==> src/rtl/rb_pkg.sv <==
package rb_pkg;
  localparam int DW       = 16;
  localparam int AW       = 16;
  localparam int NREG     = 2;
  localparam int OFS_CTRL = 0;
  localparam int OFS_DATA = 1;

  typedef logic [DW-1:0] word_t;

  // writable bits per register: data word keeps 15:8, 7:5, 3, 1:0
  localparam word_t DATA_RW_MASK = 16'hFFEB;
  // read-only bits per register: control word shows status on bit 15
  localparam word_t CTRL_RO_MASK = 16'h8000;
endpackage

==> src/rtl/rb_decode.sv <==
module rb_decode #(
  parameter int AW   = 16,
  parameter int NREG = 2,
  parameter int BASE = 0
) (
  input  logic [AW-1:0]   addr,
  output logic [NREG-1:0] hit
);
  for (genvar i = 0; i < NREG; i++) begin : g_hit
    localparam logic [AW-1:0] REG_ADDR = AW'(BASE + i);
    assign hit[i] = (addr == REG_ADDR);
  end
endmodule

==> src/rtl/rb_or_merge.sv <==
module rb_or_merge #(
  parameter int DW   = 16,
  parameter int NSRC = 2
) (
  input  logic [NSRC*DW-1:0] src,
  output logic [DW-1:0]      merged
);
  always_comb begin
    merged = '0;
    for (int i = 0; i < NSRC; i++) merged = merged | src[i*DW +: DW];
  end
endmodule

==> src/rtl/rb_bank.sv <==
module rb_bank
  import rb_pkg::*;
#(
  parameter int BASE = 16'h3456
) (
  input  logic             clk,
  input  logic             rst,
  input  logic [AW-1:0]    addr,
  input  logic             wr,
  input  logic [DW-1:0]    wdata,
  input  logic [NREG*DW-1:0] ro_flat,
  output logic [DW-1:0]    rdata
);
  localparam word_t RW_MASK [NREG] = '{16'h0000, DATA_RW_MASK};
  localparam word_t RO_MASK [NREG] = '{CTRL_RO_MASK, 16'h0000};

  logic [NREG-1:0]    hit;
  logic [NREG*DW-1:0] gated;

  rb_decode #(.AW(AW), .NREG(NREG), .BASE(BASE)) u_dec (
    .addr (addr),
    .hit  (hit)
  );

  for (genvar i = 0; i < NREG; i++) begin : g_reg
    word_t value;
    if (RW_MASK[i] != '0) begin : g_store
      word_t store_q;
      always_ff @(posedge clk) begin
        if (rst)                store_q <= '0;
        else if (wr && hit[i])  store_q <= wdata & RW_MASK[i];
      end
      assign value = (store_q & RW_MASK[i]) | (ro_flat[i*DW +: DW] & RO_MASK[i]);
    end else begin : g_ro
      assign value = ro_flat[i*DW +: DW] & RO_MASK[i];
    end
    assign gated[i*DW +: DW] = {DW{hit[i]}} & value;
  end

  rb_or_merge #(.DW(DW), .NSRC(NREG)) u_or (
    .src    (gated),
    .merged (rdata)
  );
endmodule

==> src/rtl/rb_dual_bank.sv <==
module rb_dual_bank #(
  parameter int BASE_A = 16'h3456,
  parameter int BASE_B = 16'h5000
) (
  input  logic        clk,
  input  logic        rst,
  input  logic [15:0] bus_addr,
  input  logic        bus_wr,
  input  logic [15:0] bus_wdata,
  input  logic        stat_a,
  input  logic        stat_b,
  output logic [15:0] bus_rdata
);
  import rb_pkg::*;

  logic [NREG*DW-1:0] ro_a, ro_b;
  logic [2*DW-1:0]    bank_out;

  assign ro_a = {{DW{1'b0}}, stat_a, {(DW-1){1'b0}}};
  assign ro_b = {{DW{1'b0}}, stat_b, {(DW-1){1'b0}}};

  rb_bank #(.BASE(BASE_A)) u_bank_a (
    .clk (clk), .rst (rst), .addr (bus_addr), .wr (bus_wr),
    .wdata (bus_wdata), .ro_flat (ro_a), .rdata (bank_out[0 +: DW])
  );

  rb_bank #(.BASE(BASE_B)) u_bank_b (
    .clk (clk), .rst (rst), .addr (bus_addr), .wr (bus_wr),
    .wdata (bus_wdata), .ro_flat (ro_b), .rdata (bank_out[DW +: DW])
  );

  rb_or_merge #(.DW(DW), .NSRC(2)) u_top_or (
    .src    (bank_out),
    .merged (bus_rdata)
  );
endmodule

==> config.mk <==
export PLATFORM = sky130hd
export DESIGN_NAME = rb_dual_bank
export DESIGN_NICKNAME = d
export VERILOG_FILES = /design/src/rtl/rb_pkg.sv /design/src/rtl/rb_decode.sv /design/src/rtl/rb_or_merge.sv /design/src/rtl/rb_bank.sv /design/src/rtl/rb_dual_bank.sv
export SDC_FILE = /design/constraint.sdc
export NUM_CORES = 1
export LEC_CHECK = 0
export BUFFER_PORTS_ARGS = -buffer_cell sky130_fd_sc_hd__buf_2
export CORE_MARGIN = 8
export CORE_UTILIZATION = 51
export CTS_BUF_LIST = sky130_fd_sc_hd__clkbuf_8 sky130_fd_sc_hd__clkbuf_16
export CTS_CLUSTER_DIAMETER = 50
export DETAILED_ROUTE_END_ITERATION = 10
export GPL_TIMING_DRIVEN = 0
export MAX_ROUTING_LAYER = met4
export PLACE_DENSITY = 0.94
export SYNTH_ARGS = -nofsm -noshare
export SYNTH_HDL_FRONTEND = slang
export SYNTH_SLANG_ARGS = --single-unit
==> constraint.sdc <==
create_clock -name clk -period 5.2 [get_ports clk]
set_input_delay 1.04 -clock clk [delete_from_list [all_inputs] [get_ports clk]]
set_output_delay 1.04 -clock clk [all_outputs]
set_load 0.1 [all_outputs]
==> impl_metrics.py <==
metrics = {
    "place": {
        "port_buffers": 47,
        "dp_hpwl_um": 2830,
        "place_congestion": 0.809,
        "pre_cts_ws_ps": 977,
    },
    "sta": {
        "fin_ws_ps": 959,
        "fmax_ghz": 0.236,
        "period_needed_ps": 4240,
        "rsz0062_at_grt": "false",
        "post-route-period-util_pct": 81.6,
        "finClkSkew_ps": 0,
        "report.final.slew_viol_count": 0,
        "tns_ps": 0,
        "setup_viol": 0,
        "hold_viol_final": 0,
    },
    "run_status": {
        "status": "finished clean",
    },
    "route": {
        "ant_nets": 0,
        "wl_per_cell_um": 15.8,
        "num_vias": 1454,
        "drc": 0,
        "vias_per_cell": 5.96,
        "wl_um": 3850,
        "drtPass1Iterations": 4,
        "dr.first_iter.drc_count": 127,
    },
    "clock_network": {
        "clock_tree.root_cell": "clkbuf_8",
        "numCtsBuffers": 3,
        "post_cts_buffers": 0,
        "cts_sinks": 28,
        "insertion_delay_ps": 280,
        "cts_tree": "done",
        "ctsHtreeMaxLevel": 1,
        "max-clock-path-buffers": 2,
        "clk_pin_slew_ps": 90,
        "hold_buffers": 0,
        "cts_resized": 0,
    },
    "run": {
        "max_cap_viol_count": 0,
    },
    "synth": {
        "ys_ff_latch": 28,
        "synth_area_leaders": "dfxtp_1 41%, a21oi_1 10%, nand3_1 10%",
        "syn_inst": 162,
        "ys.flop_type": "dfxtp_1",
        "async_flop_share_pct": 0,
        "ys_types": 24,
        "yosys_warnings": 0,
        "synth-seq-area-share_pct": 40.7,
        "ys_top_cells_by_count": "28 x a21oi_1, 28 x dfxtp_1, 28 x nand3_1",
        "synth_top_area_share_pct": 40.7,
        "synth_edf_count": 0,
        "syn-cell-area_um2": 1380,
        "synth_top_cell_by_area": "dfxtp_1",
        "avgSynthCellArea_um2": 8.50,
    },
    "setup_path": {
        "reg2reg_from": "u_bank_a.g_reg[1].g_store.store_q[0]$_SDFFE_PP0P_",
        "critical_path_required_ps": 4160,
        "critPathKind": "input pin to primary output",
        "cp.arrival_ps": 3200,
        "worstPathMaxFanout": 10,
        "cp-start-kind": "input pin",
        "end_kind": "primary output",
        "reg2reg_depth": 2,
        "r2r_slack_ps": 4560,
        "reg2reg_to": "u_bank_a.g_reg[1].g_store.store_q[0]$_SDFFE_PP0P_",
    },
    "floorplanning": {
        "dieArea_um2": 4620,
        "die_h_um": 68.0,
        "io_pins": 53,
        "initial_core_util_pct": 51.7,
        "design.core.area_um2": 2660,
        "die_width_um": 68.0,
        "rows": 19,
    },
    "grt": {
        "groute.usage.overall_pct": 17.6,
        "antenna_found_initial": 0,
        "grt_pass1_vias": 1497,
        "grt_max_degree": 15,
        "grt_overflow": 0,
        "grt_pass1_wl_um": 6240,
    },
    "pwr": {
        "p_per_area_nw_per_um2": 219,
        "totalPowerFinal_uw": 371,
        "ir_drop_mv": 0.189,
        "leakage_nw": 0.671,
    },
    "layout": {
        "diodes": 0,
        "synthToLayoutAreaGrowth_pct": 23.2,
        "drive_above_1_share_pct": 30.5,
        "nNetsFinal": 252,
    },
    "hold_path": {
        "hold_path_class": "flop to flop",
        "whs_path_depth": 2,
        "min_from": "u_bank_b.g_reg[1].g_store.store_q[0]$_SDFFE_PP0P_",
        "min_to": "u_bank_b.g_reg[1].g_store.store_q[0]$_SDFFE_PP0P_",
    },
}
[layout make-up]
type                    count  area (um^2)
repair buffers             47          235
multi-input cells         119          723
flip-flops and latches     28          561
well taps                  31         38.8
plain buffers              16         96.3
clock buffers               3         41.3
fillers                   252          967
[flip-flops by register name, summed over array words and instances (netlist names)]
signal	flops
u_bank_a.g.g_store.store_q	14
u_bank_b.g.g_store.store_q	14
[power breakdown]
| part | total, mW | switching, mW | internal [mW] |
|---|---|---|---|
| clock network | 0.117 | 0.0649 | 0.0521 |
| logic | 0.0395 | 0.0259 | 0.0136 |
| registers | 0.214 | 0.000000847 | 0.214 |
[worst max path at each step]
stage	startpoint	slack (ps)	cells past startpoint	end
6_report	bus_addr[11]	960	7	bus_rdata[3]
5_1_grt	bus_addr[11]	830	7	bus_rdata[3]
4_1_cts	bus_addr[11]	980	7	bus_rdata[5]
3_5_place_dp	bus_addr[11]	980	7	bus_rdata[3]
3_3_place_gp	bus_addr[11]	980	7	bus_rdata[3]
2_1_floorplan	bus_addr[1]	240	4	bus_rdata[15]
[layer usage]
metal	wire length (um)	GRT usage [%]
met1	1570	18.8
met2	1910	30.9
met3	314	3.60
met4	49	7.16
met5	0	-
[stage by stage]
step	hold WS [ps]	std cells	area, um^2	util [%]
CTS	480	244	1700	63.7
detailed placement	467	241	1650	62.1
global route	498	244	1700	63.7
floorplan	449	163	1380	-
global placement	459	241	1650	62.1
finish	481	244	1700	63.7
[critical path: stages]
cell and delay [ps]:
buf_2 100, or4b_4 590, nor4_4 430, and2_1 270
buf_4 200, a22o_1 150, buf_2 430
[layout by cell type, fill, tap and decap left out, drive strengths merged]
cell type and n:
mux2i 2, a21oi 28, buf 56, nand3b 1
or4b 1, or3b 1, or4 4, a22o 13
conb 2, clkbuf 10, and2 3, nor2 1
nand2 1, nor3 3, nand4 1, nor4 2
nand3 28, dfxtp 28, o21ai 28
[logic make-up after synthesis]
kind of cell    share of synthesized area (%)
compound gates                           28.6
buf+inv                                  7.00
flops                                    40.7
mux                                      1.45
other cells                             0.272
simple gates                             21.9
Note: power is estimated with default switching activity, not from simulation.
